===== config.mk =====
export PLATFORM = sky130hd
export DESIGN_NAME = spi_gap_master
export DESIGN_NICKNAME = d
export VERILOG_FILES = /design/src/rtl/spi_gap_master.sv
export SDC_FILE = /design/constraint.sdc
export NUM_CORES = 1
export LEC_CHECK = 0
export ABC_AREA = 1
export BUFFER_PORTS_ARGS = -buffer_cell sky130_fd_sc_hd__buf_2
export CELL_PAD_IN_SITES_DETAIL_PLACEMENT = 0
export CELL_PAD_IN_SITES_GLOBAL_PLACEMENT = 1
export CORE_ASPECT_RATIO = 1.4
export CORE_MARGIN = 5
export CORE_UTILIZATION = 43
export CTS_CLUSTER_DIAMETER = 200
export DETAILED_ROUTE_END_ITERATION = 8
export PLACE_DENSITY = 0.86
export SYNTH_ARGS = -nofsm -noshare
export SYNTH_HDL_FRONTEND = slang
export SYNTH_SLANG_ARGS = --single-unit
export TNS_END_PERCENT = 5

===== constraint.sdc =====
create_clock -name clk -period 2.38 [get_ports clk]
set_input_delay 0.119 -clock clk [delete_from_list [all_inputs] [get_ports clk]]
set_output_delay 0.119 -clock clk [all_outputs]
set_load 0.02 [all_outputs]

===== src/rtl/spi_gap_master.sv =====
module spi_gap_master #(
  parameter int WORD_W    = 8,
  parameter int LEAD_W    = 7,
  parameter int GAP_W     = 8,
  parameter int DIV_W     = 8,
  parameter int GAP_SCALE = 32,
  parameter int GAP_ZERO  = 8192,
  parameter int GAP_STD   = 17
) (
  input  logic              clk,
  input  logic              rst_n,
  input  logic              cmd_valid,
  output logic              cmd_ready,
  input  logic [WORD_W-1:0] cmd_data,
  input  logic              cmd_lead_en,
  input  logic              cmd_trail_en,
  input  logic [LEAD_W-1:0] lead_cnt,
  input  logic [GAP_W-1:0]  trail_cnt,
  input  logic [DIV_W-1:0]  baud_div,
  output logic              spi_cs_n,
  output logic              spi_sck,
  output logic              spi_mosi,
  input  logic              spi_miso,
  output logic              busy,
  output logic              done,
  output logic [WORD_W-1:0] rx_data
);
  localparam int CW = $clog2(GAP_ZERO) + 1;
  localparam int BW = $clog2(WORD_W + 1);

  typedef enum logic [2:0] {S_IDLE, S_LEAD, S_SHIFT, S_TAIL, S_GAP} st_t;

  st_t              st;
  logic [CW-1:0]    cnt, gap_m1;
  logic [DIV_W-1:0] div_r;
  logic [WORD_W-1:0] txsh, rxsh;
  logic [BW-1:0]    bits;

  wire [DIV_W-1:0] div_in  = (baud_div < DIV_W'(2)) ? DIV_W'(2) : baud_div;
  wire [CW-1:0]    lead_in = (cmd_lead_en && lead_cnt != '0) ? CW'(lead_cnt) : CW'(div_in);
  wire [CW-1:0]    gap_in  = !cmd_trail_en     ? CW'(GAP_STD) :
                             (trail_cnt == '0) ? CW'(GAP_ZERO) :
                             CW'(trail_cnt) * CW'(GAP_SCALE);
  wire [CW-1:0]    half_m1 = CW'(div_r) - CW'(1);

  assign cmd_ready = (st == S_IDLE);
  assign busy      = !cmd_ready;

  always_ff @(posedge clk or negedge rst_n) begin
    if (!rst_n) begin
      st       <= S_IDLE;
      cnt      <= '0;
      gap_m1   <= '0;
      div_r    <= DIV_W'(2);
      txsh     <= '0;
      rxsh     <= '0;
      bits     <= '0;
      spi_cs_n <= 1'b1;
      spi_sck  <= 1'b0;
      spi_mosi <= 1'b0;
      done     <= 1'b0;
      rx_data  <= '0;
    end else begin
      done <= 1'b0;
      case (st)
        S_IDLE: if (cmd_valid) begin
          st       <= S_LEAD;
          cnt      <= lead_in - CW'(1);
          gap_m1   <= gap_in - CW'(1);
          div_r    <= div_in;
          spi_cs_n <= 1'b0;
          spi_mosi <= cmd_data[WORD_W-1];
          txsh     <= cmd_data << 1;
          bits     <= '0;
        end
        S_LEAD: if (cnt == '0) begin
          st      <= S_SHIFT;
          spi_sck <= 1'b1;
          rxsh    <= {rxsh[WORD_W-2:0], spi_miso};
          bits    <= BW'(1);
          cnt     <= half_m1;
        end else cnt <= cnt - CW'(1);
        S_SHIFT: if (cnt == '0) begin
          cnt <= half_m1;
          if (!spi_sck) begin
            spi_sck <= 1'b1;
            rxsh    <= {rxsh[WORD_W-2:0], spi_miso};
            bits    <= bits + BW'(1);
          end else begin
            spi_sck <= 1'b0;
            if (bits == BW'(WORD_W)) st <= S_TAIL;
            else begin
              spi_mosi <= txsh[WORD_W-1];
              txsh     <= txsh << 1;
            end
          end
        end else cnt <= cnt - CW'(1);
        S_TAIL: if (cnt == '0) begin
          spi_cs_n <= 1'b1;
          st       <= S_GAP;
          cnt      <= gap_m1;
        end else cnt <= cnt - CW'(1);
        S_GAP: if (cnt == '0) begin
          st      <= S_IDLE;
          done    <= 1'b1;
          rx_data <= rxsh;
        end else cnt <= cnt - CW'(1);
        default: st <= S_IDLE;
      endcase
    end
  end


  sck_in_frame_chk: assert property (@(posedge clk) disable iff (!rst_n)
    spi_sck |-> !spi_cs_n);


  frame_busy_chk: assert property (@(posedge clk) disable iff (!rst_n)
    !spi_cs_n |-> busy);


  done_pulse_chk: assert property (@(posedge clk) disable iff (!rst_n)
    done |=> !done);


  done_idle_chk: assert property (@(posedge clk) disable iff (!rst_n)
    done |-> (!busy && spi_cs_n));


  mosi_hold_chk: assert property (@(posedge clk) disable iff (!rst_n)
    (spi_sck && $past(spi_sck)) |-> $stable(spi_mosi));


  min_half_chk: assert property (@(posedge clk) disable iff (!rst_n)
    $rose(spi_sck) |=> spi_sck);


  no_start_busy_chk: assert property (@(posedge clk) disable iff (!rst_n)
    (busy && spi_cs_n) |=> spi_cs_n);
endmodule


; After elaboration in Yosys (flattened, before gate mapping)
; Index checks and enable logic that the tools add are counted.
; W data, S select, Z words.
[word_totals]
inputBits = 37
regBits = 71
elab_cells = 98
output_inout_bits = 14
[op_classes]
mux = 44
magnitude_cmp = 1
eq_ne = 15
n_reduce_logical = 21
addsub = 5
[ops]
columns = operator, count
row1 = $mux W14, 6
row2 = $mux W8, 9
row3 = $pmux W14 S4, 1
row4 = $pmux W8 S2, 2
row5 = $sub A14 B1 Y14 const B, 2
row6 = $mux W3, 7
row7 = $ne A2 B2 Y1 const B, 10
row8 = $sub A8 B1 Y9 const B, 2
row9 = $mux W4, 4
row10 = $pmux W3 S5, 1
row11 = $logic_not A14 Y1, 1
row12 = $pmux W4 S3, 1
row13 = $mux W1, 10
row14 = $reduce_and A5 Y1, 2
row15 = $reduce_and A3 Y1, 3
row16 = $logic_not A8 Y1, 1
row17 = $lt A8 B2 Y1 const B, 1
row18 = $reduce_and A7 Y1, 1
row19 = $reduce_bool A7 Y1, 1
row20 = $eq A3 B2 Y1 const B, 2
row21 = $pmux W1 S2, 3
row22 = $reduce_bool A2 Y1, 3
row23 = $add A4 B1 Y4 const B, 1
row24 = $eq A4 B4 Y1 const B, 1
row25 = 10 further kinds, 11

; Longest topological paths before layout
[depth]
word_depth = 6
depth_mapped = 15

; Worst setup path after synthesis
; Ideal clock, no wire load.
[synth_timing]
path_kind = reg2reg
from = register st[2]
to = register bits[3]
slack_ns = 0.497
t_arrival_ns = 1.755
period_less_slack_ns = 1.883
path_stages_with_launch = 7
path_cell_list = dfrtp_1 -> nor2_2 -> nand2_2 -> inv_1 -> o22ai_1 -> nor3_4 -> mux2_1
[synth_via]
elab_chain_len = 3
[synth_rtl]
columns = element, line
row1 = "start, declared", 33  ; st_t st;
row2 = "start signal, assigned", 51  ; st <= S_IDLE;
row3 = "start signal, assigned", 67  ; st <= S_LEAD;
row4 = "start signal, assigned", 77  ; st <= S_SHIFT;
row5 = $logic_not A3 Y1 (*), --
row6 = net cmd_ready, 13  ; output logic cmd_ready,
row7 = $ne A2 B2 Y1 (no line) / $reduce_bool A3 Y1 (equally long branches), --
row8 = $reduce_and A5 Y1 (no line), --
row9 = "end signal, assigned", 88  ; bits <= bits + BW'(1);
row10 = "end, declared", 37  ; logic [BW-1:0] bits;
; Mark *: on every way through the listed nets, which the timed path passes. The rest lies on a longest branch.
; A chain may end at the register's enable or synchronous reset.

; Worst setup path after layout
[layout_timing]
from = register cnt[0]
to = register bits[3]
[layout_via]
elab_chain_len = 3
[layout_rtl]
columns = element, line
row1 = "start, declared", 34  ; logic [CW-1:0] cnt, gap_m1;
row2 = "start signal, assigned", 68  ; cnt <= lead_in - CW'(1);
row3 = "start signal, assigned", 81  ; cnt <= half_m1;
row4 = "start signal, assigned", 82  ; end else cnt <= cnt - CW'(1);
row5 = $logic_not A14 Y1 (*), "76, 83"
row6 = $ne A2 B2 Y1 (no line), --
row7 = $reduce_and A5 Y1 (no line) (*), --
; Mark *: on every way between the ends. The rest lies on a longest branch, timed or not.

==> key figures <==
Status
  – Status: finished, final reports clean

Routing
  – Post-Route WL: roughly 11000 um
  – Avg Vias per Cell: 5.05
  – Drt drc: 0
  – Routed WL per cell: between 10 and 15 um
  – Number of routed nets with antenna violations: 0
  – First-pass detailed-route iteration total: 6
  – Initial DRC count: approximately 160
  – Total number of vias: approximately 4000

Yosys
  – Cell count after synthesis: approximately 590
  – Library cells used by synthesis: 46
  – Synth Cell Area: 0.00426 sq mm
  – Top post-synthesis cells by area: dfrtp_1 (38%), nand2_1 (14%), nor2_1 (6.1%)
  – Synthesized area per cell: 7.18 sq um
  – Mapped Nets: 637
  – Seq/Total Area, Yosys: 0.394
  – Area leader, netlist: dfrtp_1
  – Synth top area share: 0.381
  – Warning count from the yosys run: 0
  – EDFF count, synth: 0
  – Synth Register Bits: 67
  – Ys flop type: dfrtp_1
  – Post-synth ARST share: 1.00

Global routing
  – Number of global-route vias before repair: ~3900
  – GRT Util Overall: 0.190
  – Antenna violations before repair: 0
  – Largest net degree at the start of global routing: 31
  – GRT Residual Overflow: 0
  – First-pass GRT wire length: ~18000 um

Layout
  – Antenna cells: 0
  – Layout cells sized above 1: 0.182
  – Post-route cell area: ~0.005 sq mm
  – Fin nets: 693
  – Area growth syn-to-layout: 17.1%

Die
  – I/O Pins: 51
  – Placeable Area: 0.00979 sq mm
  – Die width: around 94 um
  – Die footprint: approximately 0.012 sq mm
  – # rows: 43
  – Die Y-Extent: 128 um
  – Initial core utilization: 0.435

STA
  – Period utilisation layout: 0.918
  – Final Max Tran Viols: 0
  – Final setup violating endpoints: 0
  – Slack of the critical path: 0.196 ns
  – Worst slew margin: 0.558
  – Final Skew: 0.00718 ns
  – Fin crit period: 2.18 ns
  – Max Clk Rate: about 460 MHz
  – Hold Vio Cnt, Final: 0
  – RSZ-0062 raised after global routing: no
  – Least-Margin Pin Slew: around 0.66 ns
  – Setup tns final: 0 ns
  – Hold_ws: roughly 0.035 ns

Clocking
  – Root Buffer: clkbuf_16
  – Num CTS Buffers: 9
  – TritonCTS clock tree: built
  – Bufs on Longest Clock Path: 2
  – CTS sink cnt: 67
  – Post-CTS setup buffer count: 0
  – Htree depth: 3
  – Worst-skew pair later-pin latency: about 0.33 ns
  – Clk pin slew, worst setup/hold paths: 0.06 ns

Power and ir drop
  – Pwr Density: around 1200 mW/mm^2
  – Max IR drop VDD: between 0.5 and 0.6 mV
  – Pwr Total: 5.79 mW
  – Leakage: around 2.5 nW

Setup path
  – Flop2flop setup slack: ~0.20 ns
  – FF-to-FF End: bits[3]
  – Arr. time, crit path: between 2 and 2.5 ns
  – R2R depth: 10
  – Crit-path max FO: 19
  – Crit Path Class: reg2reg
  – R2R Path Start: cnt[0]
  – Worst setup EP type: register
  – WP data required: around 2.6 ns
  – Crit start category: register

Worst hold path
  – HP Start: cmd_data[0]
  – Hold EP: txsh[1]
  – Hold Path Class: in2reg
  – Hold Path Stages: 3

Job
  – Max-cap violations: 0

Place
  – DP Area: 0.00468 sq mm
  – Gpl congestion: 0.900
  – PortBufs: 50
  – Pre-CTS setup slack: 0.215 ns
  – DPL Wire Length: between 8000 and 9000 um
==> cell type report <==
| type | instances | area, sq um |
|---|---|---|
| Fill cell | 1022 | 4800 |
| Multi-Input combinational cell | 437 | 2200 |
| Sequential cell | 67 | 1680 |
| Timing Repair Buffer | 58 | 338 |
| Inverter | 77 | 302 |
| Clock buffer | 9 | 225 |
| Tap cell | 135 | 169 |
| Clock inverter | 7 | 76.3 |
==> kinds of logic (layout without fill, tap and decap cells) <==
kind of cell | Yosys count | in the layout | synth area share
multiplexers | 3 | 3 | 0.00792
buffers and inverters | 90 | 151 | 0.0892
AO/OA/AOI/OAI | 103 | 103 | 0.140
adder cells (fa/ha/maj) | 6 | 6 | 0.0176
XOR/XNOR | 18 | 18 | 0.0370
flip-flops | 67 | 67 | 0.394
AND/OR/NAND/NOR | 307 | 307 | 0.315
==> stage by stage <==
stage          utilization  cells
6_report             0.510    790
4_1_cts              0.510    790
2_1_floorplan            -    594
3_5_place_dp         0.478    773
3_3_place_gp         0.478    773
5_1_grt              0.510    790
==> layout by cell type, fill, tap and decap left out, types with 2 or more instances in the layout <==
cell type / synthesis / routed
clkbuf_16: 0 / 9
nor2_2: 12 / 12
dfstp_2: 2 / 2
nand4_1: 3 / 3
nand2_1: 164 / 164
mux2_2: 2 / 2
xnor2_1: 5 / 5
a21oi_1: 9 / 9
or2_2: 3 / 3
nor2_1: 69 / 69
inv_2: 6 / 5
buf_12: 0 / 2
o21ai_0: 44 / 44
nand2_4: 2 / 2
inv_1: 68 / 68
a31oi_1: 4 / 4
nor3_1: 4 / 4
o211ai_1: 7 / 7
o21ai_2: 4 / 4
buf_2: 5 / 50
dfrtp_1: 65 / 65
inv_6: 1 / 3
clkinvlp_4: 0 / 2
nand3_1: 38 / 38
inv_4: 2 / 3
xor2_1: 13 / 13
buf_4: 1 / 5
ha_1: 6 / 6
nand2_2: 4 / 4
o22ai_1: 3 / 3
a22oi_1: 2 / 2
o21ai_1: 24 / 24
==> cell usage after synthesis (2+ instances only) <==
master and count:
a22oi_1 2, dfrtp_1 65, xor2_1 13, nor3_1 4
inv_1 68, o22ai_1 3, inv_4 2, buf_6 3
nand2_4 2, nand2_2 4, dfstp_2 2, o21ai_2 4
xnor2_1 5, nor2_1 69, buf_2 5, inv_2 6
nand4_1 3, nand3_1 38, or2_2 3, mux2_2 2
nor2_2 12, a31oi_1 4, ha_1 6, clkbuf_1 4
o21ai_1 24, nand2_1 164, a21oi_1 9, o211ai_1 7
o21ai_0 44
==> flip-flops by register name (all words and copies together), names as in the netlist <==
name	flops
st	3
txsh	7
bits	4
done	1
spi_cs_n	1
gap_m1	11
spi_sck	1
cnt	14
rxsh	8
rx_data	8
div_r	8
spi_mosi	1
==> critical path, stage by stage (launching register included) <==
cell,delay [ns]
dfrtp_1,0.38
inv_1,0.20
ha_1,0.21
nand3_1,0.08
nor2_1,0.09
nand2_1,0.15
buf_12,0.19
nand2_2,0.10
inv_2,0.07
nor3_4,0.22
mux2_1,0.36
==> layer usage <==
metal | global-route usage | share of wire | up-vias
li1 | - | - | 2008
met1 | 0.228 | 0.43 | 1874
met2 | 0.344 | 0.52 | 87
met3 | 0.0323 | 0.037 | 19
met4 | 0.0587 | 0.019 | 0
met5 | 0 | 0 | -
==> where the power goes <==
part	switching [mW]	internal (mW)
Combinational	1.71	0.942
Clock	0.531	0.818
Sequential	0.276	1.50
Total	2.52	3.26
==> worst max-delay path by stage <==
stage | startpoint | endpoint | cells after the start
after floorplan | st[2] | bits[3] | 6
after global placement | lead_cnt[1] | cnt[2] | 12
after detailed placement | lead_cnt[1] | cnt[11] | 14
after CTS | cnt[0] | txsh[5] | 11
after global routing | cnt[0] | bits[3] | 10
final | cnt[0] | bits[3] | 10
==> what timing repair did <==
item	in CTS	in global routing
hold buffers	1	0
endpoints found under the setup margin	0	1
hold endpoints to repair	23	0
gates resized for setup	0	1
No activity file was read; power rests on OpenSTA's default activity.
